[src/rtl/mfm_wr_pkg.sv]
package mfm_wr_pkg;

    typedef enum logic [1:0] {
        IV_SHORT,
        IV_MEDIUM,
        IV_LONG,
        IV_TAIL
    } iv_kind_t;

    typedef enum logic [3:0] {
        SQ_IDLE,
        SQ_PREAMBLE,
        SQ_SYNC,
        SQ_ENC00,
        SQ_ENCX1,
        SQ_ENC10,
        SQ_DRAIN,
        SQ_RELEASE,
        SQ_DONE
    } seq_state_t;

    localparam int SYNC_STEPS = 15;

    // Fixed interval pattern forming three sync marks with a missing clock.
    function automatic iv_kind_t sync_kind(input logic [3:0] idx);
        iv_kind_t k;
        unique case (idx)
            4'd0:                 k = IV_MEDIUM;
            4'd5, 4'd10:          k = IV_SHORT;
            4'd1, 4'd6, 4'd11,
            4'd3, 4'd8, 4'd13:    k = IV_LONG;
            default:              k = IV_MEDIUM;
        endcase
        return k;
    endfunction

endpackage

[src/rtl/mfm_interval_timer.sv]
module mfm_interval_timer
    import mfm_wr_pkg::*;
#(
    parameter int SHORT_LEN  = 32,
    parameter int MEDIUM_LEN = 48,
    parameter int LONG_LEN   = 64,
    parameter int PULSE_LEN  = 8
) (
    input  logic     clk,
    input  logic     rst_n,
    input  logic     pend_valid,
    input  iv_kind_t pend_kind,
    output logic     take,
    output logic     busy,
    output logic     expire_empty,
    output logic     pulse_n
);
    localparam int CW = $clog2(LONG_LEN + 1);
    localparam logic [CW-1:0] PULSE_C = CW'(PULSE_LEN);

    logic          active;
    logic [CW-1:0] cnt;
    logic [CW-1:0] len_r;
    logic          last;

    function automatic logic [CW-1:0] kind_len(input iv_kind_t k);
        logic [CW-1:0] v;
        unique case (k)
            IV_SHORT:  v = CW'(SHORT_LEN);
            IV_MEDIUM: v = CW'(MEDIUM_LEN);
            IV_LONG:   v = CW'(LONG_LEN);
            default:   v = CW'(PULSE_LEN);
        endcase
        return v;
    endfunction

    assign last         = active && (cnt == len_r - 1'b1);
    assign take         = pend_valid && (!active || last);
    assign busy         = active;
    assign expire_empty = last && !pend_valid;
    assign pulse_n      = !(active && (cnt < PULSE_C));

    always_ff @(posedge clk or negedge rst_n) begin
        if (!rst_n) begin
            active <= 1'b0;
            cnt    <= '0;
            len_r  <= '0;
        end else if (take) begin
            active <= 1'b1;
            cnt    <= '0;
            len_r  <= kind_len(pend_kind);
        end else if (last) begin
            active <= 1'b0;
        end else if (active) begin
            cnt <= cnt + 1'b1;
        end
    end


    pulse_hold_chk: assert property (@(posedge clk) disable iff (!rst_n)
        ($fell(pulse_n) && (PULSE_LEN > 1)) |=> !pulse_n);

endmodule

[src/rtl/mfm_write_sequencer.sv]
module mfm_write_sequencer
    import mfm_wr_pkg::*;
#(
    parameter int PREAMBLE_LEN = 96,
    parameter int CNT_W        = 16
) (
    input  logic             clk,
    input  logic             rst_n,
    input  logic             start,
    input  logic [CNT_W-1:0] byte_count,
    input  logic             in_valid,
    input  logic [7:0]       in_data,
    output logic             in_ready,
    input  logic             tmr_take,
    input  logic             tmr_busy,
    input  logic             tmr_expire_empty,
    output logic             pend_valid,
    output iv_kind_t         pend_kind,
    output logic             wr_gate_n,
    output logic             done,
    output logic             underrun
);
    localparam int PW = (PREAMBLE_LEN > 1) ? $clog2(PREAMBLE_LEN) : 1;
    localparam logic [PW-1:0] PRE_LAST  = PW'(PREAMBLE_LEN - 1);
    localparam logic [3:0]    SYNC_LAST = 4'(SYNC_STEPS - 1);

    seq_state_t       state, nxt;
    logic [PW-1:0]    pre_cnt;
    logic [3:0]       sync_idx;
    logic [CNT_W-1:0] bytes_left;
    logic [7:0]       shreg;
    logic [3:0]       bits_left;
    logic             pend_q;
    iv_kind_t         pend_kind_q;
    logic             tail_q;
    logic             err_q;

    logic             enc_st;
    logic             fill_en;
    iv_kind_t         fill_kind;
    logic             consume;
    logic             abort;
    logic             load_byte;

    assign enc_st    = (state == SQ_ENC00) || (state == SQ_ENCX1) || (state == SQ_ENC10);
    assign load_byte = in_ready && in_valid;

    // Decision logic: next state and the interval to queue.
    always_comb begin
        nxt       = state;
        fill_en   = 1'b0;
        fill_kind = IV_SHORT;
        consume   = 1'b0;
        abort     = 1'b0;
        unique case (state)
            SQ_IDLE: begin
                if (start) nxt = SQ_PREAMBLE;
            end
            SQ_PREAMBLE: begin
                if (!pend_q) begin
                    fill_en = 1'b1;
                    if (pre_cnt == PRE_LAST) nxt = SQ_SYNC;
                end
            end
            SQ_SYNC: begin
                if (!pend_q) begin
                    fill_en   = 1'b1;
                    fill_kind = sync_kind(sync_idx);
                    if (sync_idx == SYNC_LAST) nxt = SQ_ENCX1;
                end
            end
            SQ_ENC00, SQ_ENCX1, SQ_ENC10: begin
                if (tmr_expire_empty) begin
                    abort = 1'b1;
                    nxt   = SQ_RELEASE;
                end else if (bits_left == 4'd0) begin
                    if (bytes_left == '0) nxt = SQ_DRAIN;
                end else if (!pend_q) begin
                    consume = 1'b1;
                    if (state == SQ_ENC00) begin
                        fill_en = 1'b1;
                        if (shreg[7]) begin
                            fill_kind = IV_MEDIUM;
                            nxt       = SQ_ENCX1;
                        end else begin
                            fill_kind = IV_SHORT;
                        end
                    end else if (state == SQ_ENCX1) begin
                        if (shreg[7]) begin
                            fill_en   = 1'b1;
                            fill_kind = IV_SHORT;
                        end else begin
                            nxt = SQ_ENC10;
                        end
                    end else begin
                        fill_en = 1'b1;
                        if (shreg[7]) begin
                            fill_kind = IV_LONG;
                            nxt       = SQ_ENCX1;
                        end else begin
                            fill_kind = IV_MEDIUM;
                            nxt       = SQ_ENC00;
                        end
                    end
                end
            end
            SQ_DRAIN: begin
                if (!pend_q && !tail_q) begin
                    fill_en   = 1'b1;
                    fill_kind = IV_TAIL;
                end else if (tail_q && !pend_q && !tmr_busy) begin
                    nxt = SQ_RELEASE;
                end
            end
            SQ_RELEASE: nxt = SQ_DONE;
            SQ_DONE:    nxt = SQ_IDLE;
            default:    nxt = SQ_IDLE;
        endcase
    end

    // State register and datapath.
    always_ff @(posedge clk or negedge rst_n) begin
        if (!rst_n) begin
            state       <= SQ_IDLE;
            pre_cnt     <= '0;
            sync_idx    <= '0;
            bytes_left  <= '0;
            shreg       <= '0;
            bits_left   <= '0;
            pend_q      <= 1'b0;
            pend_kind_q <= IV_SHORT;
            tail_q      <= 1'b0;
            err_q       <= 1'b0;
        end else begin
            state <= nxt;
            if (state == SQ_IDLE && start) begin
                bytes_left <= byte_count;
                bits_left  <= '0;
                pre_cnt    <= '0;
                sync_idx   <= '0;
                tail_q     <= 1'b0;
                err_q      <= 1'b0;
            end
            if (tmr_take) begin
                pend_q <= 1'b0;
            end else if (fill_en) begin
                pend_q      <= 1'b1;
                pend_kind_q <= fill_kind;
            end
            if (fill_en && state == SQ_PREAMBLE) pre_cnt  <= pre_cnt + 1'b1;
            if (fill_en && state == SQ_SYNC)     sync_idx <= sync_idx + 1'b1;
            if (fill_en && state == SQ_DRAIN)    tail_q   <= 1'b1;
            if (consume) begin
                shreg     <= {shreg[6:0], 1'b0};
                bits_left <= bits_left - 1'b1;
            end else if (load_byte) begin
                shreg      <= in_data;
                bits_left  <= 4'd8;
                bytes_left <= bytes_left - 1'b1;
            end
            if (abort) err_q <= 1'b1;
        end
    end

    // Output decode.
    always_comb begin
        in_ready   = enc_st && (bits_left == 4'd0) && (bytes_left != '0) && !tmr_expire_empty;
        pend_valid = pend_q;
        pend_kind  = pend_kind_q;
        wr_gate_n  = (state == SQ_IDLE) || (state == SQ_RELEASE) || (state == SQ_DONE);
        done       = (state == SQ_DONE);
        underrun   = (state == SQ_DONE) && err_q;
    end


    no_gap_chk: assert property (@(posedge clk) disable iff (!rst_n)
        (state == SQ_PREAMBLE || state == SQ_SYNC) |-> !tmr_expire_empty);


    done_after_gate_chk: assert property (@(posedge clk) disable iff (!rst_n)
        done |-> ($past(wr_gate_n) && $past(!done)));


    done_single_chk: assert property (@(posedge clk) disable iff (!rst_n)
        done |=> !done);


    underrun_release_chk: assert property (@(posedge clk) disable iff (!rst_n)
        (enc_st && tmr_expire_empty) |=> (wr_gate_n && !tmr_busy));

endmodule

[src/rtl/mfm_sector_writer.sv]
module mfm_sector_writer
    import mfm_wr_pkg::*;
#(
    parameter int SHORT_LEN    = 32,
    parameter int MEDIUM_LEN   = 48,
    parameter int LONG_LEN     = 64,
    parameter int PULSE_LEN    = 8,
    parameter int PREAMBLE_LEN = 96,
    parameter int CNT_W        = 16
) (
    input  logic             clk,
    input  logic             rst_n,
    input  logic             start,
    input  logic [CNT_W-1:0] byte_count,
    input  logic             in_valid,
    input  logic [7:0]       in_data,
    output logic             in_ready,
    output logic             wr_data,
    output logic             wr_gate_n,
    output logic             done,
    output logic             underrun
);
    logic     pend_valid;
    iv_kind_t pend_kind;
    logic     tmr_take;
    logic     tmr_busy;
    logic     tmr_expire_empty;

    mfm_write_sequencer #(
        .PREAMBLE_LEN(PREAMBLE_LEN),
        .CNT_W       (CNT_W)
    ) u_seq (
        .clk             (clk),
        .rst_n           (rst_n),
        .start           (start),
        .byte_count      (byte_count),
        .in_valid        (in_valid),
        .in_data         (in_data),
        .in_ready        (in_ready),
        .tmr_take        (tmr_take),
        .tmr_busy        (tmr_busy),
        .tmr_expire_empty(tmr_expire_empty),
        .pend_valid      (pend_valid),
        .pend_kind       (pend_kind),
        .wr_gate_n       (wr_gate_n),
        .done            (done),
        .underrun        (underrun)
    );

    mfm_interval_timer #(
        .SHORT_LEN (SHORT_LEN),
        .MEDIUM_LEN(MEDIUM_LEN),
        .LONG_LEN  (LONG_LEN),
        .PULSE_LEN (PULSE_LEN)
    ) u_tmr (
        .clk         (clk),
        .rst_n       (rst_n),
        .pend_valid  (pend_valid),
        .pend_kind   (pend_kind),
        .take        (tmr_take),
        .busy        (tmr_busy),
        .expire_empty(tmr_expire_empty),
        .pulse_n     (wr_data)
    );


    quiet_when_released_chk: assert property (@(posedge clk) disable iff (!rst_n)
        wr_gate_n |-> wr_data);


    pulse_needs_gate_chk: assert property (@(posedge clk) disable iff (!rst_n)
        $fell(wr_data) |-> !wr_gate_n);

endmodule

[config.mk]
export PLATFORM = sky130hd
export DESIGN_NAME = mfm_sector_writer
export DESIGN_NICKNAME = d
export VERILOG_FILES = /design/src/rtl/mfm_wr_pkg.sv /design/src/rtl/mfm_interval_timer.sv /design/src/rtl/mfm_write_sequencer.sv /design/src/rtl/mfm_sector_writer.sv
export SDC_FILE = /design/constraint.sdc
export NUM_CORES = 1
export LEC_CHECK = 0
export BUFFER_PORTS_ARGS = -buffer_cell sky130_fd_sc_hd__buf_2
export CAP_MARGIN = 20
export CORE_ASPECT_RATIO = 1.75
export CORE_MARGIN = 2
export CORE_UTILIZATION = 60
export CTS_BUF_LIST = sky130_fd_sc_hd__clkbuf_2 sky130_fd_sc_hd__clkbuf_4 sky130_fd_sc_hd__clkbuf_8
export CTS_CLUSTER_DIAMETER = 60
export DETAILED_ROUTE_END_ITERATION = 8
export PLACE_DENSITY_LB_ADDON = 0.12
export SYNTH_ARGS = -nofsm -noshare
export SYNTH_HDL_FRONTEND = slang
export SYNTH_SLANG_ARGS = --single-unit
export TNS_END_PERCENT = 1
[constraint.sdc]
create_clock -name clk -period 6.2 [get_ports clk]
set_input_delay 1.55 -clock clk [delete_from_list [all_inputs] [get_ports clk]]
set_output_delay 1.55 -clock clk [all_outputs]
set_load 0.02 [all_outputs]
==> run metrics, run 1 <==
status complete, no violations; Setup violations, final 0; crit start category register; Final #Nets 466; starting density of the core 61.7%; max-cap violations 0; worst hold-check path type reg2reg; Reg clk slew, reported paths 60 ps; Site Rows 37; post-route ant nets 0; Routed WL per cell 16.0 µm; 1st-iter DRT viols 175; worst r2r path cells 8; H-tree depth 3; LEAKAGE 1.84 nW; Final HPWL DP 5830 µm; WS Path Type reg2out; max-slew violations 0; synthesized cell area 3630 µm²; worst path required time 4650 ps; via/cell ratio 6.29; min cycle time layout 3870 ps; GR Util met1 29.0%; CTS sink count 60; CP endpoint kind output pin; final hold vios 0; met2 usage 49.0%; num ports 33; Root Buffer clkbuf_8; layout cells sized above 1 14.4%; RSZ-0062 raised after global routing no; Fmax 0.259 GHz; Max IR drop VDD 170 µV; Layout area overhead 9.49%; gr usage total 27.0%; PortBufs 32; Syn. warnings 0; critical path launch point u_tmr.len_r[3]; number of global-route vias before repair 3186; drt pass-1 iters 4; final critical-path setup slack 2330 ps; Die Area 6710 µm²; initial antenna violation count 0; CTS tree built; r2r startpoint u_seq.bits_left[0]; Final Cycle Share 62.4%; largest net degree at the start of global routing 61; PwrDens 184 nW/µm²; Setup TNS Final 0 ps; DRC 0; slew at the pin closest to its max-slew limit 872 ps; Syn Nets 442; commonest non-fill, non-tap cell in the layout dfrtp_1; post-cts gate resize count 0; Crit Path Max Fanout 8; Worst Hold Path Cells 1; via count 3208; Gate Count Post-Synth 404; global-route wire length before repair 14200 µm; worst-skew pair later-pin latency 340 ps; Hold Buf Count CTS 0; met3 usage in global routing 3.88%; Setup Fix Bufs, Post-CTS 0; Syn Area/Cell 8.98 µm²; EDFF count, synth 0; hold path start u_seq.pend_kind[0]; Netlist cell types 70; Clock Skew 4.61 ps; Placeable Area 5880 µm²; post-synthesis register bit count 60; Congestion Overflow GR 0; Slew headroom 41.7%; diode count 0; number of CTS-inserted buffers 9; WP data arrival 2320 ps; Post-synth ARST share 100%; routability cong. 0.917; pre-CTS setup slack 2720 ps; die height 107 µm; busiest grt layer met2; most frequent cells in the layout dfrtp_1, nand2_1, o21ai_0, buf_2, nand3_1; CTS Buffer Depth 2; register area share after synthesis 41.4%; Chip Width 62.8 µm; drt total wl 8160 µm; Top FF cell, synth dfrtp_1
==> per-layer routing <==
metal	share of wire, %	up-vias
met4	3.3	0
met5	0	-
met1	40	1553
met2	54	76
li1	-	1554
met3	3.0	25
==> synth_stat cells, types with 2 or more instances <==
cell type | n | area [µm²]
o32ai_1 | 2 | 17.5
o21ai_1 | 3 | 15.0
nor2_1 | 21 | 78.8
o211ai_1 | 7 | 52.6
nor3_1 | 10 | 50.1
a211oi_1 | 3 | 22.5
o21ai_0 | 33 | 165
or4_1 | 2 | 15.0
nor4_1 | 7 | 43.8
ha_1 | 10 | 125
xnor2_1 | 5 | 43.8
a22o_1 | 9 | 78.8
dfrtp_1 | 60 | 1500
o311ai_0 | 3 | 26.3
a211o_1 | 4 | 35.0
a21o_1 | 7 | 52.6
a2111oi_0 | 2 | 17.5
and2_1 | 3 | 18.8
or3_1 | 2 | 12.5
a31oi_1 | 5 | 31.3
nand3_1 | 27 | 135
buf_2 | 5 | 25.0
nor2b_1 | 5 | 31.3
a221o_1 | 2 | 20.0
o311a_1 | 2 | 20.0
a21oi_1 | 15 | 75.1
o31ai_1 | 10 | 75.1
buf_6 | 2 | 22.5
a32oi_1 | 2 | 17.5
o31a_1 | 2 | 17.5
nand2_1 | 48 | 180
inv_1 | 21 | 78.8
clkbuf_1 | 12 | 45.0
and3_1 | 6 | 37.5
xor2_1 | 5 | 43.8
nand2b_1 | 2 | 12.5
a22oi_1 | 3 | 22.5
nand4_1 | 3 | 18.8
o41ai_1 | 3 | 26.3
==> kinds of logic (layout without fill, tap and decap cells) <==
kind of cell | count (synthesis) | after routing | synth area share (%)
flops | 60 | 60 | 41.4
compound gates | 128 | 128 | 24.6
fa+ha+maj | 10 | 10 | 3.45
xor+xnor | 11 | 11 | 3.07
simple gates | 151 | 151 | 21.5
mux | 2 | 2 | 0.897
buf+inv | 42 | 70 | 5.07
==> registers in the layout, indices dropped and copies added (netlist names), 2 cells and up <==
signal and cells:
u_seq.shreg 8, u_seq.sync_idx 4, u_seq.bits_left 4, u_seq.pre_cnt 7
u_seq.state 4, u_tmr.len_r 4, u_seq.pend_kind 2, u_tmr.cnt 7
u_seq.bytes_left 16
==> area by class of cell <==
type                       instances  area (µm²)
multi-input combinational        302        1940
fill                             500        1910
sequential                        60        1500
timing repair buffer              34         175
clock buffer                      13         166
tap                               78        97.6
inverter                          21        78.8
clock inverter                     2        10.0
==> through the flow <==
step                cells  hold slack (ps)  utilization [%]  instance area [µm²]  power [mW]
detailed placement    495              458             64.5                 3790       0.416
global route          510              480             67.5                 3970       0.756
CTS                   510              466             67.5                 3970       0.737
floorplan             404              433                -                 3630       0.399
global placement      495              444             64.5                 3790       0.416
finish                510              459             67.5                 3970       0.729
==> worst paths after layout <==
| check | slack (ps) | end |
|---|---|---|
| setup / recovery | 2330 | in_ready |
| hold / removal | 460 | u_tmr.len_r[6] |
| setup reg to reg | 3310 | u_seq.shreg[0] |
| hold reg to reg | 460 | u_tmr.len_r[6] |
| max in group asynchronous | 4320 | u_seq.shreg[2] |
| min in group asynchronous | 1350 | u_seq.pre_cnt[5] |
==> worst max-delay path, cell delays in order (launching register included) <==
cell	delay (ps)
dfrtp_1	410
inv_1	70
ha_1	130
xor3_1	410
nor4_2	230
nand4_2	300
and2_1	270
buf_2	150
==> power breakdown <==
| part | total (mW) | internal [mW] | switching [mW] |
|---|---|---|---|
| combinational | 0.0168 | 0.00651 | 0.0103 |
| clock | 0.321 | 0.172 | 0.149 |
| sequential | 0.392 | 0.392 | 0 |
| total | 0.729 | 0.570 | 0.159 |
(Power assumes the default switching activity.)
==> run 2: changes to the inputs <==
Clock period 6.2 ns to 3.88 ns, I/O delays scaled along.
==> run 2 against run 1 <==
  * Via count grew 1.1%
  * Sequential power up 59%
  * Combinational power up 64%
  * Global-route usage rose by 0.74 points
  * Non-clock buffer count grew 2
  * Routed wire length grew 4.6%
  * Worst hold slack is essentially flat
  * Highest routed layer unchanged
==> run metrics, run 2 (synthesis gave the netlist of run 1 again) <==
status complete, no violations; Max IR drop VDD 282 µV (+66%); Max stage delay cell, worst path dfrtp_1; worst path required time 2910 ps (-1740 ps); PortBufs 32 (unchanged); final hold vios 0 (unchanged); CP endpoint kind output pin; Clock Skew 8.28 ps (+3.66 ps); placed cells 497 (+0.40%); largest net degree at the start of global routing 40 (-34%); worst r2r path cells 8 (unchanged); CTS tree built; num ports 33 (unchanged); Worst Hold Path Cells 1 (unchanged); Die Area 6710 µm² (unchanged); 1st-iter DRT viols 231 (+32%); crit start category register; Crit Path Max Fanout 8 (unchanged); Routed WL per cell 16.6 µm (+4.0%); most frequent cells in the layout dfrtp_1, nand2_1, o21ai_0, buf_2, nand3_1; drt total wl 8540 µm (+4.6%); Reg clk slew, reported paths 70 ps (about the same); commonest non-fill, non-tap cell in the layout dfrtp_1; CTS Buffer Depth 2 (unchanged); number of CTS-inserted buffers 9 (unchanged); Fmax 0.299 GHz; Setup Fix Bufs, Post-CTS 0 (unchanged); Layout area overhead 11.1%; gr usage total 27.7% (+0.74 points); routability cong. 1.00 (+9.2%); GR Util met1 30.6% (+1.6 points); filler instances 505 (+1.0%); PwrDens 320 nW/µm² (+74%); max-cap violations 0 (unchanged); worst hold slack 460 ps (+0.456 ps); Site Rows 37 (unchanged); worst-skew pair later-pin latency 350 ps (about the same); worst hold-check path type reg2reg; initial antenna violation count 0 (unchanged); hold path start u_seq.pend_kind[0]; met3 usage in global routing 3.15% (-0.73 points); r2r startpoint u_seq.bits_left[0]; diode count 0 (unchanged); Placeable Area 5880 µm² (unchanged); Post-Layout Cell Count 513 (+0.59%); Hold Buf Count CTS 0 (unchanged); reg-to-reg critical path endpoint u_seq.shreg[0]; via count 3242 (+1.1%); Hold Path End u_tmr.len_r[6]; post-route ant nets 0 (unchanged); starting density of the core 61.7% (unchanged); max-slew violations 0 (unchanged); Reg with most FFs u_seq.bytes_left; global-route wire length before repair 14500 µm (+2.1%); Reg2Reg Setup Slack 1000 ps (-2310 ps); busiest grt layer met2; Setup violations, final 0 (unchanged); min cycle time layout 3350 ps; WP data arrival 2380 ps (+60 ps); Setup TNS Final 0 ps (unchanged); utilization after layout 68.5% (+1.0 points); DRC 0 (unchanged); H-tree depth 3 (unchanged); LEAKAGE 1.87 nW (+1.7%); post-cts gate resize count 0 (unchanged); Final #Nets 468 (+0.43%); WS Path Type reg2out; layout cells sized above 1 14.9% (+0.59 points); crit-path cells inv_1 -> ha_1 -> xor3_1 -> nor4_2 -> nand4_2 -> and2_1 -> buf_2; Chip Width 62.8 µm (unchanged); Root Buffer clkbuf_8; met2 usage 48.8% (-0.23 points); Slew headroom 38.6% (-3.0 points); via/cell ratio 6.32 (+0.47%); biggest regs u_seq.bytes_left x16, u_seq.shreg x8; critical path launch point u_tmr.len_r[3]; drt pass-1 iters 5 (+1); slew at the pin closest to its max-slew limit 920 ps (+48.3 ps); number of global-route vias before repair 3235 (+1.5%); die height 107 µm (unchanged); CTS sink count 60 (unchanged); RSZ-0062 raised after global routing no; Congestion Overflow GR 0 (unchanged); Final HPWL DP 6050 µm (+3.8%); Final Cycle Share 86.2%; slowest stage delay, CP 420 ps (about the same); max FFs per register 16 (unchanged)
[run 2: changes by cell type in the layout (fill, tap and decap cells not counted), sizes merged]
| cell | delta |
|---|---|
| buf | +2 |
| clkinv | +1 |
| clkbuf | -2 |
| bufinv | +2 |
[run 2: final cells by class]
cell class	count	area, µm²	area share (%)
clock buffers	11	145	3.60
multi-input cells	302	1940	48.2
clock inverters	5	75.1	1.86
repair buffers	36	190	4.72
flip-flops and latches	60	1500	37.3
well taps	78	97.6	2.42
inverters	21	78.8	1.96
[run 2: worst max-delay path, delay by kind of cell, from the launching register on]
kind	cells	cell delay (ps)
xor+xnor	1	420
buf+inv	2	230
fa+ha+maj	1	130
flops	1	420
simple gates	3	820
[run 2: metrics by stage]
step / power [mW] / instance area [µm²] / setup slack [ps]
floorplan: 0.638 / 3630 / 1130
global placement: 0.665 / 3810 / 978
detailed placement: 0.666 / 3810 / 940
CTS: 1.30 / 4030 / 542
global route: 1.32 / 4030 / 425
finish: 1.29 / 4030 / 534
[run 2: worst max-delay path by stage]
stage / endpoint / cells after the start
floorplan: underrun / 4
global placement: in_ready / 7
detailed placement: in_ready / 7
CTS: in_ready / 7
global route: in_ready / 7
finish: in_ready / 7
[run 2: where the power goes]
group          leakage [nW]  internal [mW]  total [mW]  switching, mW
clock network         0.116          0.383       0.636          0.253
logic                  1.02         0.0104      0.0275         0.0171
registers             0.732          0.625       0.625              0
[run 2: per-layer routing]
metal	vias up	part of all wire, %
met5	-	0
met1	1581	39
met3	26	3.1
li1	1556	-
met2	79	54
met4	0	4.0
==> run 3: changes to the inputs <==
Settings changed: PLACE_DENSITY set to 0.92, PLACE_DENSITY_LB_ADDON 0.12 to unset.
==> run 3 against run 2 <==
  * Routed wire length shrank 2.3%
  * Sequential share of layout area increased by 0.56 points
  * First-iteration DRC count down 11%
  * Global-route usage decreased by 0.12 points
  * Register-to-register slack about the same
  * Sequential cell count unchanged
  * Via count down 0.15%
  * Worst hold slack better by 20 ps
  * Die area stayed put
  * Clock power shrank 25%
  * Cell area decreased by 1.5%
  * Critical endpoint unchanged
==> run metrics, run 3 (synthesis gave the netlist of run 1 again) <==
Slew headroom 42.9% (+4.2 points); RSZ-0062 raised after global routing no; Reg area 1500 µm² (unchanged); Crit Path Max Fanout 8 (unchanged); Chip Width 62.8 µm (unchanged); Final Cycle Share 85.7% (-0.48 points); post-cts gate resize count 0 (unchanged); Site Rows 37 (unchanged); LEAKAGE 1.84 nW (-1.5%); Setup TNS Final 0 ps (unchanged); CTS Buffer Depth 2 (unchanged); H-tree depth 3 (unchanged); critical path launch point u_tmr.len_r[3]; hold path start u_seq.pend_kind[0]; Reg with most FFs u_seq.bytes_left; diode count 0 (unchanged); worst hold-check path type reg2reg; routability cong. 0.924 (-7.7%); starting density of the core 61.7% (unchanged); WS Path Type reg2out; total power 1.13 mW (-12%); filler instances 486 (-3.8%); DRC 0 (unchanged); commonest non-fill, non-tap cell in the layout dfrtp_1; Final HPWL DP 6000 µm (-0.73%); Setup violations, final 0 (unchanged); number of global-route vias before repair 3190 (-1.4%); slew at the pin closest to its max-slew limit 857 ps (-63.5 ps); number of CTS-inserted buffers 9 (unchanged); 1st-iter DRT viols 205 (-11%); r2r startpoint u_seq.bits_left[0]; Die Area 6710 µm² (unchanged); layout cells sized above 1 14.5% (-0.39 points); Root Buffer clkbuf_8; Final #Nets 468 (unchanged); initial antenna violation count 0 (unchanged); Hold Buf Count CTS 0 (unchanged); drt total wl 8340 µm (-2.3%); min cycle time layout 3330 ps (-18.6 ps); pre-CTS setup slack 941 ps (+0.890 ps); crit start category register; biggest regs u_seq.bytes_left x16, u_seq.shreg x8; PwrDens 284 nW/µm² (-11%); area occupied by multi-input gates 1940 µm² (unchanged); max-cap violations 0 (unchanged); max FFs per register 16 (unchanged); status complete, no violations; CTS tree built; CP endpoint kind output pin; max-slew violations 0 (unchanged); worst path required time 2910 ps (about the same); via/cell ratio 6.33 (+0.24%); Post-Layout Cell Count 511 (-0.39%); worst-skew pair later-pin latency 350 ps (about the same); Routed WL per cell 16.3 µm (-1.9%); via count 3237 (-0.15%); final critical-path setup slack 553 ps (+18.6 ps); num ports 33 (unchanged); drt pass-1 iters 4 (-1); most frequent cells in the layout dfrtp_1, nand2_1, o21ai_0, buf_2, nand3_1; Placement Cell Area 3810 µm² (unchanged); post-route ant nets 0 (unchanged); post-route cell area 3970 µm² (-1.5%); Max IR drop VDD 270 µV (-4.5%); Layout area overhead 9.45%; final hold vios 0 (unchanged); Clock Skew 5.89 ps (-2.39 ps); gr usage total 27.6% (-0.12 points); Setup Fix Bufs, Post-CTS 0 (unchanged); placed cells 497 (unchanged); Reg clk slew, reported paths 60 ps (about the same); WP data arrival 2360 ps (-20 ps); Fmax 0.301 GHz (+0.56%); PortBufs 32 (unchanged); Congestion Overflow GR 0 (unchanged); global-route wire length before repair 14500 µm (about the same); largest net degree at the start of global routing 61 (+53%); die height 107 µm (unchanged); Placeable Area 5880 µm² (unchanged); CTS sink count 60 (unchanged)
run 3: changes by cell type in the layout (fill, tap and decap cells not counted), sizes merged:
cell	previous run	this run
bufinv	2	0
run 3: worst max-delay path, stage by stage (launching register included):
cell     delay [ps]
dfrtp_1         420
inv_1            80
ha_1            150
xor3_1          430
nor4_2          230
nand4_2         290
and2_1          260
buf_2           150
run 3: area by class of cell:
cell class                 count  area share [%]
sequential                    60            37.8
multi-input combinational    302            48.9
inverter                      21            1.99
clock inverter                 3           0.378
timing repair buffer          36            4.79
tap                           78            2.46
clock buffer                  11            3.66
run 3: routing by layer:
layer / up-vias / global-route usage, % / wire length [µm]
met5: - / 0 / 0
li1: 1559 / - / -
met3: 29 / 6.40 / 435
met1: 1529 / 29.9 / 3190
met4: 0 / 16.2 / 306
met2: 120 / 48.6 / 4420
run 3: path summary, 6_finish.rpt:
path	end	slack, ps	depth (start not counted)
max in group asynchronous	u_seq.shreg[2]	2620	2
worst max-delay path	in_ready	550	7
worst min-delay path	u_tmr.len_r[6]	480	1
min in group asynchronous	u_seq.pre_cnt[5]	780	2
worst max register to register	u_seq.shreg[0]	1000	8
worst min register to register	u_tmr.len_r[6]	480	1
run 3: power breakdown:
group	switching, mW	leakage [nW]	internal [mW]
sequential	0	0.732	0.626
clock	0.231	0.0882	0.245
combinational	0.0164	1.02	0.0104
run 3: metrics by stage:
| step | hold WS [ps] | util (%) |
|---|---|---|
| 2_1_floorplan | 433 | - |
| 3_3_place_gp | 445 | 64.8 |
| 3_5_place_dp | 463 | 64.8 |
| 4_1_cts | 481 | 67.5 |
| 5_1_grt | 496 | 67.5 |
| 6_report | 479 | 67.5 |
